$ cat config.mk
export PLATFORM = sky130hd
export DESIGN_NAME = csr_trap_unit
export DESIGN_NICKNAME = d
export VERILOG_FILES = /design/src/rtl/csr_trap_pkg.sv /design/src/rtl/csr_decode.sv /design/src/rtl/csr_rmw.sv /design/src/rtl/csr_regs.sv /design/src/rtl/csr_trap_unit.sv
export SDC_FILE = /design/constraint.sdc
export NUM_CORES = 1
export LEC_CHECK = 0
export BUFFER_PORTS_ARGS = -buffer_cell sky130_fd_sc_hd__buf_2
export CAP_MARGIN = 20
export CORE_MARGIN = 2
export CORE_UTILIZATION = 55
export DETAILED_ROUTE_END_ITERATION = 8
export GPL_ROUTABILITY_DRIVEN = 0
export GPL_TIMING_DRIVEN = 0
export PLACE_DENSITY_LB_ADDON = 0.3
export SETUP_SLACK_MARGIN = 0.15
export SYNTH_ARGS = -nofsm -noshare
export SYNTH_HDL_FRONTEND = slang
export SYNTH_HIERARCHICAL = 1
export SYNTH_SLANG_ARGS = --single-unit
$ cat constraint.sdc
create_clock -name clk -period 5.2 [get_ports clk]
set_input_delay 1.3 -clock clk [delete_from_list [all_inputs] [get_ports clk]]
set_output_delay 1.3 -clock clk [all_outputs]
set_load 0.01 [all_outputs]
$ cat src/rtl/csr_trap_pkg.sv
package csr_trap_pkg;
  typedef enum logic [1:0] {K_NONE = 2'b00, K_WRITE = 2'b01, K_SET = 2'b10, K_CLEAR = 2'b11} rmw_kind_e;

  typedef enum logic [2:0] {
    SEL_NONE, SEL_STATUS, SEL_TVEC, SEL_SCRATCH, SEL_EPC, SEL_CAUSE, SEL_TVAL, SEL_HARTID
  } csr_sel_e;

  localparam logic [11:0] A_STATUS  = 12'h300;
  localparam logic [11:0] A_TVEC    = 12'h305;
  localparam logic [11:0] A_SCRATCH = 12'h340;
  localparam logic [11:0] A_EPC     = 12'h341;
  localparam logic [11:0] A_CAUSE   = 12'h342;
  localparam logic [11:0] A_TVAL    = 12'h343;
  localparam logic [11:0] A_HARTID  = 12'hF14;

  localparam int IE_BIT  = 3;
  localparam int PIE_BIT = 7;
endpackage

$ cat src/rtl/csr_decode.sv
module csr_decode
  import csr_trap_pkg::*;
(
  input  logic [11:0] addr,
  input  rmw_kind_e   kind,
  input  logic        wr_intent,
  output csr_sel_e    sel,
  output logic        illegal
);
  logic read_only;

  always_comb begin
    case (addr)
      A_STATUS:  sel = SEL_STATUS;
      A_TVEC:    sel = SEL_TVEC;
      A_SCRATCH: sel = SEL_SCRATCH;
      A_EPC:     sel = SEL_EPC;
      A_CAUSE:   sel = SEL_CAUSE;
      A_TVAL:    sel = SEL_TVAL;
      A_HARTID:  sel = SEL_HARTID;
      default:   sel = SEL_NONE;
    endcase
  end

  assign read_only = (addr[11:10] == 2'b11);
  assign illegal   = (sel == SEL_NONE) || (kind == K_NONE) || (read_only && wr_intent);
endmodule

$ cat src/rtl/csr_rmw.sv
module csr_rmw
  import csr_trap_pkg::*;
#(
  parameter int XLEN = 32
) (
  input  rmw_kind_e         kind,
  input  logic              use_imm,
  input  logic [XLEN-1:0]   src,
  input  logic [4:0]        zimm,
  input  logic [XLEN-1:0]   old_val,
  output logic [XLEN-1:0]   new_val,
  output logic              wr_intent
);
  logic [XLEN-1:0] operand;

  function automatic logic [XLEN-1:0] rmw_apply(rmw_kind_e k, logic [XLEN-1:0] cur,
                                                logic [XLEN-1:0] opnd);
    case (k)
      K_WRITE: return opnd;
      K_SET:   return cur | opnd;
      K_CLEAR: return cur & ~opnd;
      default: return cur;
    endcase
  endfunction

  assign operand   = use_imm ? XLEN'(zimm) : src;
  assign new_val   = rmw_apply(kind, old_val, operand);
  assign wr_intent = (kind == K_WRITE) || (operand != '0);
endmodule

$ cat src/rtl/csr_regs.sv
module csr_regs
  import csr_trap_pkg::*;
#(
  parameter int              XLEN       = 32,
  parameter logic [XLEN-1:0] TVEC_RESET = XLEN'(32'h100),
  parameter logic [XLEN-1:0] HART_ID    = '0
) (
  input  logic            clk,
  input  logic            rst_n,
  input  csr_sel_e        sel,
  input  logic            we,
  input  logic [XLEN-1:0] wdata,
  input  logic            trap_take,
  input  logic            ret_take,
  input  logic [XLEN-1:0] trap_cause,
  input  logic [XLEN-1:0] trap_pc,
  input  logic [XLEN-1:0] trap_tval,
  output logic [XLEN-1:0] rd_val,
  output logic [XLEN-1:0] tvec_q,
  output logic [XLEN-1:0] epc_q,
  output logic [XLEN-1:0] scratch_q,
  output logic [XLEN-1:0] cause_q,
  output logic            ie_q,
  output logic            pie_q
);
  localparam logic [XLEN-1:0] EVEN_MASK = ~XLEN'(1);

  logic [XLEN-1:0] tval_q;

  function automatic logic [XLEN-1:0] status_image(logic ie, logic pie);
    logic [XLEN-1:0] v;
    v = '0;
    v[IE_BIT]  = ie;
    v[PIE_BIT] = pie;
    v[12:11]   = 2'b11;
    return v;
  endfunction

  always_comb begin
    case (sel)
      SEL_STATUS:  rd_val = status_image(ie_q, pie_q);
      SEL_TVEC:    rd_val = tvec_q;
      SEL_SCRATCH: rd_val = scratch_q;
      SEL_EPC:     rd_val = epc_q;
      SEL_CAUSE:   rd_val = cause_q;
      SEL_TVAL:    rd_val = tval_q;
      SEL_HARTID:  rd_val = HART_ID;
      default:     rd_val = '0;
    endcase
  end

  always_ff @(posedge clk or negedge rst_n) begin
    if (!rst_n) begin
      ie_q      <= 1'b0;
      pie_q     <= 1'b0;
      tvec_q    <= TVEC_RESET;
      scratch_q <= '0;
      epc_q     <= '0;
      cause_q   <= '0;
      tval_q    <= '0;
    end else if (trap_take) begin
      epc_q   <= trap_pc & EVEN_MASK;
      cause_q <= trap_cause;
      tval_q  <= trap_tval;
      pie_q   <= ie_q;
      ie_q    <= 1'b0;
    end else if (ret_take) begin
      ie_q  <= pie_q;
      pie_q <= 1'b1;
    end else if (we) begin
      case (sel)
        SEL_STATUS: begin
          ie_q  <= wdata[IE_BIT];
          pie_q <= wdata[PIE_BIT];
        end
        SEL_TVEC:    tvec_q    <= wdata;
        SEL_SCRATCH: scratch_q <= wdata;
        SEL_EPC:     epc_q     <= wdata & EVEN_MASK;
        SEL_CAUSE:   cause_q   <= wdata;
        SEL_TVAL:    tval_q    <= wdata;
        default: ;
      endcase
    end
  end
endmodule

$ cat src/rtl/csr_trap_unit.sv
module csr_trap_unit
  import csr_trap_pkg::*;
#(
  parameter int              XLEN       = 32,
  parameter logic [XLEN-1:0] TVEC_RESET = XLEN'(32'h100),
  parameter logic [XLEN-1:0] HART_ID    = '0
) (
  input  logic            clk,
  input  logic            rst_n,
  input  logic            acc_valid,
  input  logic [2:0]      acc_op,
  input  logic [11:0]     acc_addr,
  input  logic [XLEN-1:0] acc_src,
  input  logic [4:0]      acc_zimm,
  input  logic            acc_rd_zero,
  input  logic            trap_valid,
  input  logic [XLEN-1:0] trap_cause,
  input  logic [XLEN-1:0] trap_pc,
  input  logic [XLEN-1:0] trap_tval,
  input  logic            ret_valid,
  output logic [XLEN-1:0] rd_data,
  output logic            illegal,
  output logic [XLEN-1:0] trap_target,
  output logic [XLEN-1:0] ret_target
);
  rmw_kind_e       kind;
  csr_sel_e        sel;
  logic            wr_intent;
  logic            dec_illegal;
  logic            csr_we;
  logic            ret_take;
  logic [XLEN-1:0] old_val, new_val;
  logic [XLEN-1:0] tvec_q, epc_q, scratch_q, cause_q;
  logic            ie_q, pie_q;

  assign kind = rmw_kind_e'(acc_op[1:0]);

  csr_rmw #(.XLEN(XLEN)) i_rmw (
    .kind(kind), .use_imm(acc_op[2]), .src(acc_src), .zimm(acc_zimm),
    .old_val(old_val), .new_val(new_val), .wr_intent(wr_intent)
  );

  csr_decode i_dec (
    .addr(acc_addr), .kind(kind), .wr_intent(wr_intent), .sel(sel), .illegal(dec_illegal)
  );

  assign illegal  = acc_valid && dec_illegal;
  assign ret_take = ret_valid && !trap_valid;
  assign csr_we   = acc_valid && !dec_illegal && wr_intent && !trap_valid && !ret_valid;

  csr_regs #(.XLEN(XLEN), .TVEC_RESET(TVEC_RESET), .HART_ID(HART_ID)) i_regs (
    .clk(clk), .rst_n(rst_n), .sel(sel), .we(csr_we), .wdata(new_val),
    .trap_take(trap_valid), .ret_take(ret_take),
    .trap_cause(trap_cause), .trap_pc(trap_pc), .trap_tval(trap_tval),
    .rd_val(old_val), .tvec_q(tvec_q), .epc_q(epc_q), .scratch_q(scratch_q),
    .cause_q(cause_q), .ie_q(ie_q), .pie_q(pie_q)
  );

  assign rd_data     = (acc_valid && !dec_illegal && !(kind == K_WRITE && acc_rd_zero)) ? old_val : '0;
  assign trap_target = {tvec_q[XLEN-1:2], 2'b00};
  assign ret_target  = epc_q;
endmodule

# Word level (Yosys, flattened, before mapping)
# Cells that the tools add are included.
dict set report classes {
  n_eq_ne 18
  muxes 25
  n_bitwise 5
  reduce_logical 31
}
# operator n
set ops {}
lappend ops {{32-bit two-way mux} 14}
lappend ops {{32-bit one-hot mux with 6 select lines} 1}
lappend ops {{32-bit one-hot mux with 3 select lines} 1}
lappend ops {{12-bit by 10-bit equality test with 1-bit output (second input constant)} 6}
lappend ops {{32-bit bitwise AND} 1}
lappend ops {{32-bit NOT} 1}
lappend ops {{32-bit OR} 1}
lappend ops {{32-bit nonzero test} 1}
lappend ops {{3-bit one-hot mux with 7 select lines} 1}
lappend ops {{12-bit equality test (second input constant)} 1}
lappend ops {{3-bit equality test (second input constant)} 3}
lappend ops {{1-bit logical AND} 9}
lappend ops {{3-bit AND reduction} 3}
lappend ops {{1-bit two-way mux} 8}
lappend ops {{4-bit AND reduction} 2}
lappend ops {{2-bit nonzero test} 4}
lappend ops {{2-bit equality test (second input constant)} 3}
lappend ops {{3-bit by 2-bit equality test with 1-bit output (second input constant)} 2}
lappend ops {{3-bit nonzero test} 2}
lappend ops {{1-bit logical NOT} 4}
lappend ops {{3-bit by 1-bit equality test with 1-bit output (second input constant)} 1}
lappend ops {{3-bit logical NOT} 1}
lappend ops {{1-bit logical OR} 3}
lappend ops {{2-bit by 1-bit equality test with 1-bit output (second input constant)} 1}
lappend ops {{4 further kinds} 5}
dict set report word_totals {
  regBits 162
  in_bits 154
  output_inout_bits 97
  word_cells 86
}

# Depth between registers and ports, before layout
# Gate-level depths: netlist of run 1.
dict set report depth {
  word_depth 13
  depth_mapped 16
}

# Hierarchy
# Netlist of run 1, hierarchy kept.
# module instances cells_per_inst area_each_um2 seq_area_each_um2
set by_module_without_submodules {}
lappend by_module_without_submodules {csr_regs 1 865 8718.4 4030.1}
lappend by_module_without_submodules {csr_rmw 1 168 1141.1 0.0}
lappend by_module_without_submodules {csr_trap_unit 1 47 327.8 0.0}
lappend by_module_without_submodules {csr_decode 1 23 161.4 0.0}

# Worst setup path after synthesis of run 1
# OpenSTA, ideal clock, no wires.
dict set report synth_timing {
  path_type {input to output}
  start {in acc_addr[5]}
  end {out rd_data[13]}
  t_arrival_ps 3517
  required_time_ps 3900
  setup_slack_ps 383
  cell_stages 10
  path_cell_list {and3b_1 > nand2_1 > o41ai_1 > buf_2 > nor2b_1 > buf_2 > buf_1 > a22o_1 > a221o_1 > and3_1}
}
# element line
set synth_lines {}
lappend synth_lines {{start, declared} csr_trap_unit.sv:12} ;# input logic [11:0] acc_addr,
lappend synth_lines {{12-bit equality test / 12-bit by 10-bit equality test with 1-bit output (equally long branches)} csr_decode.sv:13} ;# case (addr)
lappend synth_lines {{3-bit one-hot mux with 7 select lines (*)} csr_decode.sv:13}
lappend synth_lines {{net sel[1]} csr_trap_unit.sv:27} ;# csr_sel_e sel;
lappend synth_lines {{3-bit equality test, or another cell as far along} csr_regs.sv:40} ;# case (sel)
lappend synth_lines {{32-bit one-hot mux with 6 select lines (*)} csr_regs.sv:40}
lappend synth_lines {{net old_val[13]} csr_trap_unit.sv:32} ;# logic [XLEN-1:0] old_val, new_val;
lappend synth_lines {{32-bit two-way mux (*)} csr_trap_unit.sv:59} ;# assign rd_data = (acc_valid && !dec_illegal && !(kind == K_WRITE && acc_rd_zero)) ? old_val : '0;
lappend synth_lines {{end, declared} csr_trap_unit.sv:21} ;# output logic [XLEN-1:0] rd_data,
# The timed path passes the listed nets; every way through them passes the cells marked *.

# Final worst setup path of run 1
dict set report layout_timing {
  start {in acc_op[2]}
  end {out rd_data[23]}
}
dict set report layout_via {
  elab_chain_cells 9
}
# element line
set layout_lines {}
lappend layout_lines {{start, declared} csr_trap_unit.sv:11} ;# input logic [2:0] acc_op,
lappend layout_lines {{32-bit two-way mux} csr_rmw.sv:26} ;# assign operand = use_imm ? XLEN'(zimm) : src;
lappend layout_lines {{32-bit nonzero test} csr_rmw.sv:28} ;# assign wr_intent = (kind == K_WRITE) || (operand != '0);
lappend layout_lines {{1-bit logical OR} csr_rmw.sv:28}
lappend layout_lines {{net wr_intent} csr_trap_unit.sv:28} ;# logic wr_intent;
lappend layout_lines {{1-bit logical AND} csr_decode.sv:26} ;# assign illegal = (sel == SEL_NONE) || (kind == K_NONE) || (read_only && wr_intent);
lappend layout_lines {{1-bit logical OR} csr_decode.sv:26}
lappend layout_lines {{net dec_illegal} csr_trap_unit.sv:29} ;# logic dec_illegal;
lappend layout_lines {{1-bit logical NOT} csr_trap_unit.sv:59}
lappend layout_lines {{1-bit logical AND (2 in series)} csr_trap_unit.sv:59}
lappend layout_lines {{32-bit two-way mux} csr_trap_unit.sv:59}
# The timed path passes the listed nets, and every way through them passes these cells.

==> summary by stage, run 1 <==
Worst setup path
The cell family contributing the most delay on the critical path is simple AND/OR/NAND/NOR gates. On the critical path, the stage with the largest delay is an instance of sky130_fd_sc_hd__nor4_4. The signal on the critical path passes through buf_2 -> buf_4 -> buf_6 -> nor4_4 -> nand4_1 -> a21oi_2 -> o2111ai_2 -> nand3_2 -> o221ai_4 -> nor2b_4 -> buf_12 -> buf_6 -> and3_1 -> buf_2. STA classifies the critical path endpoint as an output pin.

STA classifies the critical path startpoint as a primary input. Across all register-to-register paths, the minimum setup slack is 2.95 ns. In this run the worst setup path begins at acc_op[2]. Data on the critical path arrives at its endpoint at 3.79 ns. The number of cells on the worst reg-to-reg path is 8. The destination of the worst register-to-register timing path is i_regs/pie_q$_DFFE_PN0P_.

The total number of cells along the worst setup path is 14. The critical setup path kind is primary input to output pin. The beginning of the worst register-to-register path is i_regs/epc_q[7]$_DFFE_PN0P_. Of all nets on the critical path, the largest fanout is 10. The most critical setup path has its endpoint at rd_data[23].

Together, buffers and inverters on the worst path number 6. STA puts the critical path data required time at 3.90 ns. For this run, the slowest stage of the critical path takes 0.28 ns.

Power
The leakage power total is 5.77 nW. The ratio of total power to cell area is 242 nW/um^2. The worst-case IR drop observed on VDD is 257 uV. Total power for the finished layout comes to 3.12 mW.

Synthesis
The cell area after synthesis is 10,300 um^2. Counting every instance in the synthesized netlist gives 1,103. The most frequent cell after synthesis is sky130_fd_sc_hd__dfrtp_1. The Yosys warning count is 6.

The fraction of synthesized cell area taken by the top area cell type is 38.7%. Sequential elements use 38.9% of the synthesized area. Counting flops and latches in the post-synthesis netlist gives 161.

The synthesized design spends more area on one cell type than any other, namely sky130_fd_sc_hd__dfrtp_1. The mean cell area of the mapped netlist is 9.38 um^2. By count the netlist is led by sky130_fd_sc_hd__dfrtp_1 (160), sky130_fd_sc_hd__a21oi_1 (144), sky130_fd_sc_hd__nor2b_1 (127).

The count of different cell masters after synthesis is 60. After synthesis, the cell types taking the most area are sky130_fd_sc_hd__dfrtp_1 (39%), sky130_fd_sc_hd__nor2b_1 (7.7%), sky130_fd_sc_hd__a21oi_1 (7.0%). The most used flip-flop cell after synthesis is sky130_fd_sc_hd__dfrtp_1. The number of flops mapped to enable cells by yosys is 0. The share of flip-flops with an asynchronous set or reset is 100%.

Cells and area
The number of nets at the end of the flow is 1,537. The post-route non-filler standard cell count is 1,630. In the final layout, the multi-input gates occupy 5850 um^2. The final non-filler cell area is 12,900 um^2. The fraction of final layout cells with drive strength greater than 1 is 32.2%. The synthesis-to-layout area growth is 24.5%. The combined flip-flop and latch cell area is 4030 um^2. The count of filler cells inserted in the layout is 1,480. The number of antenna diodes in the final layout is 0.

Run
The max-cap violation count is 0.

Floorplanning
For this configuration, the core starts out at a cell density of 55.7%. The horizontal die dimension is 141 um. The number of top-level design ports is 251. The floorplan step set the die height to 141 um. The area of the die is 19,900 um^2. The floorplan has 50 rows. The core area is 18,600 um^2.

Worst hold path
The startpoint of the worst hold path is i_regs/scratch_q[30]$_DFFE_PN0P_. The min-delay analysis places its worst path in the category flop to flop.

Placement
Once detailed placement completed, the half-perimeter wirelength came to 28.1 mm. During placement, the flow inserted port buffers numbering 246. Including well taps, the total number of placed cells is 1,585.

After detailed placement, the total cell area comes to 11,900 um^2.

Timing
Setup repair after global routing could not meet its margin everywhere. The final worst clock skew is 0.00684 ns. The sum of negative setup slack is 0 ns. Setup violations remaining at the end of the flow were counted as 0. The achievable frequency is 0.196 GHz.

For the pin with the worst max-slew slack, the measured transition is 0.918 ns. The number of hold violations in the final report is 0. The period utilization is 97.9%. The final max-slew violation count is 0. The final period demand of the worst path is 5.09 ns. Measured against its own limit, the worst slew margin works out to 38.8%.

Final hold analysis gives a worst-case slack of 0.509 ns.

Drt
The wire length after detailed routing is 40.2 mm. The wire length per cell after detailed routing is 24.7 um. The first detailed-routing pass ran for 6 iterations. In the routed design, unresolved DRC markers number 0. The total vias in the final route is 11.0k. Dividing the detail-routed via count by the number of cells gives 6.73.

The count of nets left with antenna violations once routing finished came out at 0. For this block, the initial DRC count from the detailed router was 1,555.

Global routing
Global routing used 39.3% of the available tracks across all layers. The wire length of the first global-routing pass is 59.0 mm. The via count of the first global-routing pass was 10.4k. The residual overflow from global routing is 0. The number of antenna violations at the first check in global routing is 0. The maximum number of pins on one net before global-route repair is 86.

Run status
The flow ran to the end, and the final reports show no timing, DRC or antenna violations.

CTS
The TritonCTS sink count is 161. The clock-pin slew on the worst setup and hold paths is 0.06 ns. Counting along the longest clock path gives a buffer depth of 2. The number of levels in the clock H-tree is 4.

Counting the buffers created by CTS gives 17. The worst-skew pair later-pin latency is 0.43 ns. The master cell of the clock root buffer is sky130_fd_sc_hd__clkbuf_16. TritonCTS built the clock tree.
power by group:
group	internal, mW	total [mW]	leakage, nW	switching, mW
registers	1.32	1.37	1.98	0.0484
logic	0.185	0.455	3.51	0.270
clock network	0.758	1.29	0.280	0.536
sequential cells by signal (all words and copies together), names as in the netlist:
signal and cells:
i_regs/cause_q 32, i_regs/scratch_q 32, i_regs/tval_q 32, i_regs/tvec_q 32
i_regs/epc_q 31, i_regs/ie_q 1, i_regs/pie_q 1
how the worst min path moves through the flow:
| stage | slack [ns] | endpoint | cells after the start |
|---|---|---|---|
| final | 0.51 | i_regs/scratch_q[30]$_DFFE_PN0P_ | 1 |
| after global routing | 0.52 | i_regs/tvec_q[1]$_DFFE_PN0P_ | 1 |
| after CTS | 0.51 | i_regs/scratch_q[29]$_DFFE_PN0P_ | 1 |
| after detailed placement | 0.49 | i_regs/scratch_q[7]$_DFFE_PN0P_ | 1 |
| after global placement | 0.47 | i_regs/tvec_q[1]$_DFFE_PN0P_ | 1 |
| after floorplan | 0.46 | i_regs/tvec_q[0]$_DFFE_PN0P_ | 1 |
logic make-up (layout without fill, tap and decap cells):
group,Yosys count,after routing,synth area share [%]
AO/OA/AOI/OAI,430,430,25.5
AND/OR/NAND/NOR,245,245,14.4
flip-flops,161,161,38.9
buffers and inverters,126,418,6.09
multiplexers,107,107,12.3
XOR/XNOR,32,32,2.71
other,2,3,0.0726
what timing repair did:
action,in CTS,in global routing
cloned,0,2
pin swaps,4,6
buffers inserted,7,4
resized for setup,38,47
setup endpoints to repair,38,112
hold buffers,0,0
metal layers:
| metal | track usage [%] | up-vias | part of all wire [%] |
|---|---|---|---|
| li1 | - | 4608 | - |
| met1 | 50.8 | 5176 | 36 |
| met2 | 58.5 | 949 | 44 |
| met3 | 10.8 | 231 | 13 |
| met4 | 25.0 | 0 | 6.9 |
| met5 | 0 | - | 0 |
layout by cell type (no fill, tap or decap), drive strengths merged, types with 26 or more instances in the layout:
| cell type | netlist | final |
|---|---|---|
| buf | 41 | 304 |
| a21oi | 164 | 164 |
| dfrtp | 160 | 160 |
| nor2b | 129 | 129 |
| o21ai | 103 | 103 |
| a31oi | 96 | 96 |
| clkbuf | 79 | 96 |
| mux2 | 73 | 73 |
| mux2i | 34 | 34 |
| nor2 | 34 | 34 |
| and3 | 33 | 33 |
| xnor2 | 32 | 32 |
| a22o | 26 | 26 |
| a221o | 26 | 26 |
layout make-up:
class / instances / area share (%)
repair buffers: 260 / 10.7
clock inverters: 12 / 1.25
multi-input cells: 817 / 45.4
plain buffers: 120 / 5.49
well taps: 234 / 2.27
inverters: 6 / 0.175
flip-flops and latches: 161 / 31.3
clock buffers: 20 / 3.39
through the flow:
| stage | setup WS [ns] | utilization [%] |
|---|---|---|
| 6_report | 0.111 | 69.3 |
| 5_1_grt | 0.111 | 69.3 |
| 4_1_cts | 0.154 | 68.3 |
| 3_5_place_dp | -0.626 | 64.1 |
| 3_3_place_gp | -0.613 | 63.9 |
| 2_1_floorplan | 0.383 | - |
Power figures use the tool's default switching activity.
==> run 2: changes to the inputs <==
--- a/config.mk
+++ b/config.mk
@@ -7,8 +7,10 @@
 export LEC_CHECK = 0
 export BUFFER_PORTS_ARGS = -buffer_cell sky130_fd_sc_hd__buf_2
 export CAP_MARGIN = 20
+export CELL_PAD_IN_SITES_DETAIL_PLACEMENT = 1
+export CELL_PAD_IN_SITES_GLOBAL_PLACEMENT = 1
 export CORE_MARGIN = 2
-export CORE_UTILIZATION = 55
+export CORE_UTILIZATION = 41
 export DETAILED_ROUTE_END_ITERATION = 8
 export GPL_ROUTABILITY_DRIVEN = 0
 export GPL_TIMING_DRIVEN = 0
==> run 2 against run 1 <==
Against the previous run: largest power group is now clock; count of clock-buffer cells in the layout unchanged; cell count increased by 6.0%; utilization decreased by 17 points; flip-flop and latch count unchanged; via count increased by 0.94%; first-iteration DRC count decreased by 24%.
==> summary by stage, run 2 (same netlist as run 1, synthesis figures left out) <==
Drt
The count of antenna-violating nets left after detailed routing is 0. For this block, the via count after detailed routing is 11.1k. The wire length per cell after detailed routing is 27.8 um.

After detailed routing, the number of remaining DRC violations is 0. The detailed router finished its first iteration with 1,178 violations. Summed over all layers, the routed wires come to 48.0 mm. Using the TritonRoute via totals, the vias-per-cell ratio works out to 6.41.

For this run, the detailed router's first-pass iteration total came to 5.

Timing
Clock skew on the completed layout was measured at 0.00707 ns. Measured against its own limit, the worst slew margin works out to 48.7%. The clock period could shrink to 5.08 ns. Setup violations remaining at the end of the flow were counted as 0. Setup repair after global routing could not meet its margin everywhere.

The final max-slew violation count is 0. The transition at the pin with the smallest max-transition slack is 0.769 ns. The achievable frequency is 0.197 GHz.

After layout, the worst path uses 97.6% of the clock period. The number of hold violations in the final report was 0.

CTS
The CTS tree is yes. The number of levels in the clock H-tree is 4. The clock tree buffer depth is 2. The master cell of the clock root buffer is sky130_fd_sc_hd__clkbuf_16. The total clock buffers created by CTS is 17. Clock latency on the worst-skew pair, taken at its later pin, is 0.43 ns.

The TritonCTS sink count is 161. The hold-fix buffer count after cts is 0. After clock tree synthesis, the clock-pin slew on the worst setup and hold paths is 0.06 ns.

Cells and area
The final non-filler cell area is 13,100 um^2. Measured on the finished design, the core utilization comes to 52.5%. The final layout contains 1,538 nets. In the final layout, the share of cells above drive strength 1 is 32.4%. Counting the fill cells in the layout gives 3,006. The most common cell after layout, fill and taps aside is sky130_fd_sc_hd__buf_2. From synthesis to final layout, the design area changed by 26.6%. The area of the multi-input gates is 5870 um^2.

Summing all flip-flop and latch instances after layout gives 4030 um^2. The final antenna diode count is 0. The library cells used most frequently in the layout, excluding fill and tap cells, are sky130_fd_sc_hd__buf_2 (257), sky130_fd_sc_hd__dfrtp_1 (160), sky130_fd_sc_hd__a21oi_1 (143).

Worst setup path
The signal on the critical path passes through buf_2 -> nand2b_1 -> o21ai_0 -> a21oi_1 -> o41ai_4 -> buf_6 -> nor2b_4 -> buf_6 -> buf_6 -> a221oi_1 -> a31oi_1 -> and3_1 -> buf_2. The worst setup path is captured at an output pin. At the worst endpoint, the arrival time is 3.78 ns. The cell family contributing the most delay on the critical path is compound AO/OA/AOI/OAI gates. The required time of the critical path is 3.90 ns. The worst setup path is launched from a primary input.

The cell occurring most often along the worst timing path is sky130_fd_sc_hd__buf_6. Counting both buffers and inverters, the worst setup path holds a total of 5. The delay of the slowest cell on the worst path is 0.50 ns. Of all nets on the critical path, the largest fanout is 10.

The setup path with the least slack is of type primary input to output pin. In this run the critical register-to-register path is launched from i_regs/tvec_q[7]$_DFFE_PN0P_. The slowest stage of the critical path is the sky130_fd_sc_hd__a221oi_1 cell. The most critical setup path has its startpoint at acc_addr[6].

Floorplanning
Measured along the y axis, the die boundary spans 163 um. The starting density of the core is 41.5%. The floorplan has 58 rows.

251 I/O pins were placed. The horizontal die dimension is 163 um. The floorplan step defined a die boundary enclosing 26,500 um^2. In this run the standard cell core region covers 25,000 um^2.

Power
The portion of total power attributed to the clock network is 43.7%. The leakage power total is 5.84 nW. The peak ir drop on the vdd network is 159 uV. Of the total power, registers draw 41.7%.

The combinational power share is 14.6%. The analysis attributes to net switching a power of 905 uW. The internal portion of the total power is 2.38 mW.

Net switching is 27.6% of the power. Power spread over the standard cell area amounts to 251 nW/um^2.

Run status
The run finished with clean final reports.

Global routing
Summed over all layers, the global routing overflow is 0. The via count of the first global-routing pass came to 11.2k. Global routing used 35.4% of the available tracks across all layers.

Entering global routing, the biggest net connects 83 pins. The wire length of the first global-routing pass is 69.2 mm. The number of antenna violations at the first check in global routing is 1.

Run
The max-cap violation count is 0.

Placement
The placed standard-cell area is 12,000 um^2. During placement, the flow inserted port buffers numbering 246. The estimated wirelength of the detail-placed design is 32.9 mm.

Worst hold path
In this run the most critical hold path is launched from i_regs/tvec_q[0]$_DFFE_PN0P_. The class of the most critical hold timing path is flop to flop.
==> run 2: cell types whose count changed in the layout (fill, tap and decap cells not counted), sizes merged <==
cell,previous run,this run
clkinv,6,2
clkinvlp,3,2
clkbuf,96,95
inv,6,9
bufinv,3,5
buf,304,306
==> run 2: power by group through the flow <==
stage | Combinational, mW | Clock [mW] | Sequential [mW]
floorplan | 0.229 | 0 | 1.38
global placement | 0.435 | 0 | 1.39
detailed placement | 0.452 | 0 | 1.39
CTS | 0.463 | 1.44 | 1.37
global route | 0.511 | 1.49 | 1.38
finish | 0.480 | 1.43 | 1.37
==> run 2: worst paths after layout <==
| kind | depth (start not counted) | slack (ns) | end |
|---|---|---|---|
| setup / recovery | 13 | 0.12 | rd_data[7] |
| hold / removal | 1 | 0.51 | i_regs/tvec_q[0]$_DFFE_PN0P_ |
| setup reg to reg | 8 | 3.00 | i_regs/pie_q$_DFFE_PN0P_ |
| hold reg to reg | 1 | 0.51 | i_regs/tvec_q[0]$_DFFE_PN0P_ |
| max in group asynchronous | 2 | 3.47 | i_regs/tvec_q[8]$_DFFE_PN1P_ |
| min in group asynchronous | 1 | 0.85 | i_regs/tvec_q[28]$_DFFE_PN0P_ |
==> run 2: area by class of cell <==
type | instances | share of cell area (%)
buffer | 120 | 5.56
clock buffer | 20 | 3.41
clock inverter | 12 | 1.57
inverter | 6 | 0.172
multi-input combinational | 817 | 44.8
sequential | 161 | 30.8
tap | 330 | 3.15
timing repair buffer | 261 | 10.6
==> run 2: repair_timing <==
item / CTS / global route
setup endpoints to repair: 186 / 91
gates resized for setup: 57 / 33
hold endpoints to repair: 0 / 0
buffers inserted: 7 / 5
cloned: 2 / 0
pin swaps: 6 / 4
==> run 2: metal layers <==
layer	vias to the layer above	share of wire (%)	track usage, %	wire (um)
li1	4612	-	-	-
met1	5515	39	46.5	18900
met2	779	46	55.8	22000
met3	161	9.7	6.67	4660
met4	0	5.1	18.1	2460
met5	-	0	0	0
==> run 2: metrics by stage <==
step	hold WS [ns]	instances	setup TNS, ns	power, mW	worst slack [ns]
2_1_floorplan	0.464	1104	0	1.61	0.383
3_3_place_gp	0.475	1680	-78.82	1.82	-0.808
3_5_place_dp	0.483	1681	-97.10	1.84	-0.841
4_1_cts	0.505	1722	0	3.27	0.149
5_1_grt	0.529	1727	0	3.38	0.0576
6_report	0.508	1727	0	3.28	0.125
==> run 3: changes to the inputs <==
--- a/config.mk
+++ b/config.mk
@@ -15,6 +15,7 @@
 export GPL_ROUTABILITY_DRIVEN = 0
 export GPL_TIMING_DRIVEN = 0
 export PLACE_DENSITY_LB_ADDON = 0.3
+export RECOVER_POWER = 25
 export SETUP_SLACK_MARGIN = 0.15
 export SYNTH_ARGS = -nofsm -noshare
 export SYNTH_HDL_FRONTEND = slang
==> run 3 against run 2 <==
Against the previous run: the flow now finishes with violations (max-capacitance violations, max-slew violations); critical path depth is the same; sequential share of layout area grew 0.071 points; worst hold slack better by 0.0021 ns; utilization decreased by 0.12 points; flip-flop and latch count is the same; largest cell class unchanged.
==> summary by stage, run 3 (same netlist as run 1, synthesis figures left out) <==
Run status
The flow ran to the end, but the final reports show violations. The final reports fail on max-capacitance violations, max-slew violations.

Worst setup path
At the worst endpoint, the arrival time is 3.77 ns. The setup check on the worst reg-to-reg path leaves a slack of 3.03 ns. The kind of cell with the highest combined delay along the critical path is compound AO/OA/AOI/OAI gates. The delay of the slowest cell on the worst path is 0.49 ns. The worst register-to-register path ends at i_regs/ie_q$_DFFE_PN0P_.

The endpoint class of the critical path is an output pin. Walking the worst path, the cells encountered are buf_2 -> nand2b_1 -> o21ai_0 -> a21oi_1 -> o41ai_4 -> buf_6 -> nor2b_4 -> buf_6 -> buf_6 -> a221oi_1 -> a31oi_1 -> and3_1 -> buf_2. Of all nets on the critical path, the largest fanout is 10. The startpoint identified for the worst register-to-register timing path is i_regs/epc_q[3]$_DFFE_PN0P_. Data on the critical path is required at its endpoint by 3.90 ns. The number of cells on the worst reg-to-reg path is 9. Together, buffers and inverters on the worst path number 5. The critical setup path kind is primary input to output pin. The most numerous cell type found on the critical path is sky130_fd_sc_hd__buf_6. The critical path crosses 13 cells after its start point. The master of the slowest instance on the critical path is sky130_fd_sc_hd__a221oi_1. The kind of start point of the critical path is a primary input.

CTS
The number of levels in the clock H-tree is 4. The TritonCTS sink count is 161. The clock-pin slew on the worst setup and hold paths is 0.06 ns. The hold-fix buffer count after cts is 0.

For the worst-skew pair, the clock arrives at the later sink with an insertion delay of 0.43 ns. The total clock buffers created by CTS is 17. The master cell of the clock root buffer is sky130_fd_sc_hd__clkbuf_16. The clock tree buffer depth is 2. TritonCTS built the clock tree.

Power
Power spread over the standard cell area amounts to 251 nW/um^2. Summing internal, switching and leakage power gives 3.28 mW. For this design the static power due to leakage is 5.83 nW. The peak ir drop on the vdd network is 159 uV.

Placement
The number of buffer cells added on primary ports is 246. The post-placement worst setup slack is -0.841 ns. The placed standard-cell area is 12,000 um^2. The estimated wirelength of the detail-placed design is 32.9 mm.

Worst hold path
The number of cells traversed by the worst hold path is 1. The worst min-delay path endpoint is i_regs/tvec_q[0]$_DFFE_PN0P_. The startpoint of the worst hold path is i_regs/tvec_q[0]$_DFFE_PN0P_. The class of the most critical hold timing path is flop to flop.

Floorplanning
The core area is 25,000 um^2. The horizontal die dimension is 163 um. From bottom edge to top edge, the die measures 163 um. The number of top-level design ports is 251.

The area of the die is 26,500 um^2. The floorplan has 58 rows. For this configuration, the core starts out at a cell density of 41.5%.

Cells and area
The number of nets at the end of the flow is 1,538. The finished cells cover 13,100 um^2. Compared with the post-synthesis result, the final layout area differs by 26.3%. The fraction of final layout cells with drive strength greater than 1 is 32.4%. In the layout the commonest cells are sky130_fd_sc_hd__buf_2 (257), sky130_fd_sc_hd__dfrtp_1 (160), sky130_fd_sc_hd__a21oi_1 (143).

Leaving out fill and tap cells, the most frequent cell in the layout is sky130_fd_sc_hd__buf_2.

Global routing
The maximum number of pins on one net before global-route repair is 83. After global routing the overflow that remains totals 0. The wire length of the first global-routing pass is 69.2 mm. The overall fraction of global-route tracks in use is 35.4%.

The number of antenna violations at the first check in global routing is 1. The via count of the first global-routing pass was 11.2k.

Timing
For this run, the top clock speed supported by timing is 0.197 GHz. The final max-slew violation count is 164. The worst pin sits at a relative slew slack of -48.7%. The final worst clock skew is 0.00688 ns.

The number of hold violations in the final report is 0. Setup repair after global routing could not meet its margin everywhere. At the pin with the least slew margin, the transition time is 2.23 ns. Across all setup checks in the final design, the least slack found is 0.134 ns. Dividing the final minimum period by the clock period gives 97.4%.

For the finished layout, the period the worst path requires is 5.07 ns. The number of failing setup endpoints in the final timing report is 0.

Drt
The detailed router finished its first iteration with 1,196 violations. The count of antenna-violating nets left after detailed routing is 0. After detailed routing, the number of remaining DRC violations is 0.

The pre-antenna-repair detailed-routing pass consisted of 5 iterations. The wire length per cell after detailed routing is 27.9 um. Wires add up to 48.2 mm. The total vias in the final route is 11.1k. The number of vias per cell after detailed routing is 6.40.

Run
The max-cap violation count is 2.
## run 3: changes by cell type in the layout (fill, tap and decap cells not counted), sizes merged
cell,delta
buf,-2
clkbuf,+2
diode,+1
## run 3: worst reg2reg max path: stages, from the launching register on
cell and delay, ns:
sky130_fd_sc_hd__dfrtp_1 0.39, sky130_fd_sc_hd__mux2i_1 0.09, sky130_fd_sc_hd__or2_2 0.27, sky130_fd_sc_hd__a31oi_1 0.25
sky130_fd_sc_hd__buf_4 0.15, sky130_fd_sc_hd__a21oi_1 0.03, sky130_fd_sc_hd__a21oi_1 0.49, sky130_fd_sc_hd__mux2i_1 0.16
sky130_fd_sc_hd__nor2_1 0.11, sky130_fd_sc_hd__mux2_2 0.16
## run 3: what timing repair did
action | CTS | global route
setup endpoints to repair | 186 | 91
gates cloned | 2 | 0
pin swaps | 6 | 4
resized for setup | 57 | 33
buffers inserted | 7 | 5
## run 3: worst max-delay path by stage
stage                                               to  slack (ns)        start
after floorplan                            rd_data[13]        0.38  acc_addr[5]
after global placement                      rd_data[7]       -0.81  acc_addr[5]
after detailed placement                    rd_data[0]       -0.84  acc_addr[6]
after CTS                                  rd_data[31]        0.15  acc_addr[7]
after global routing      i_regs/tval_q[9]$_DFFE_PN0P_        0.06        rst_n
final                                       rd_data[7]        0.13  acc_addr[6]
## run 3: final cells by class
class | count | area, um^2
buffer | 120 | 728
clock buffer | 20 | 447
fill | 3008 | 11900
timing repair buffer | 261 | 1350
sequential | 161 | 4030
antenna | 1 | 2.50
clock inverter | 12 | 205
multi-input combinational | 817 | 5870
tap | 330 | 413
inverter | 6 | 22.5
## run 3: metrics by stage
stage / utilization (%) / std cells / hold WS (ns) / setup TNS [ns]
floorplan: - / 1104 / 0.464 / 0
global placement: 48.1 / 1680 / 0.475 / -78.82
detailed placement: 48.2 / 1681 / 0.483 / -97.10
CTS: 51.9 / 1722 / 0.505 / 0
global route: 52.4 / 1727 / 0.529 / 0
finish: 52.4 / 1728 / 0.510 / 0
## run 3: power breakdown
| group | internal [mW] | leakage, nW | switching [mW] |
|---|---|---|---|
| Clock | 0.871 | 0.312 | 0.563 |
| Sequential | 1.32 | 1.98 | 0.0482 |
| Combinational | 0.183 | 3.54 | 0.293 |
## run 3: per-layer routing
metal / share of wire [%] / track usage (%) / vias up
met5: 0 / 0 / -
met4: 5.1 / 18.1 / 0
met3: 9.3 / 6.67 / 165
met2: 46 / 55.8 / 739
met1: 40 / 46.5 / 5541
li1: - / - / 4617
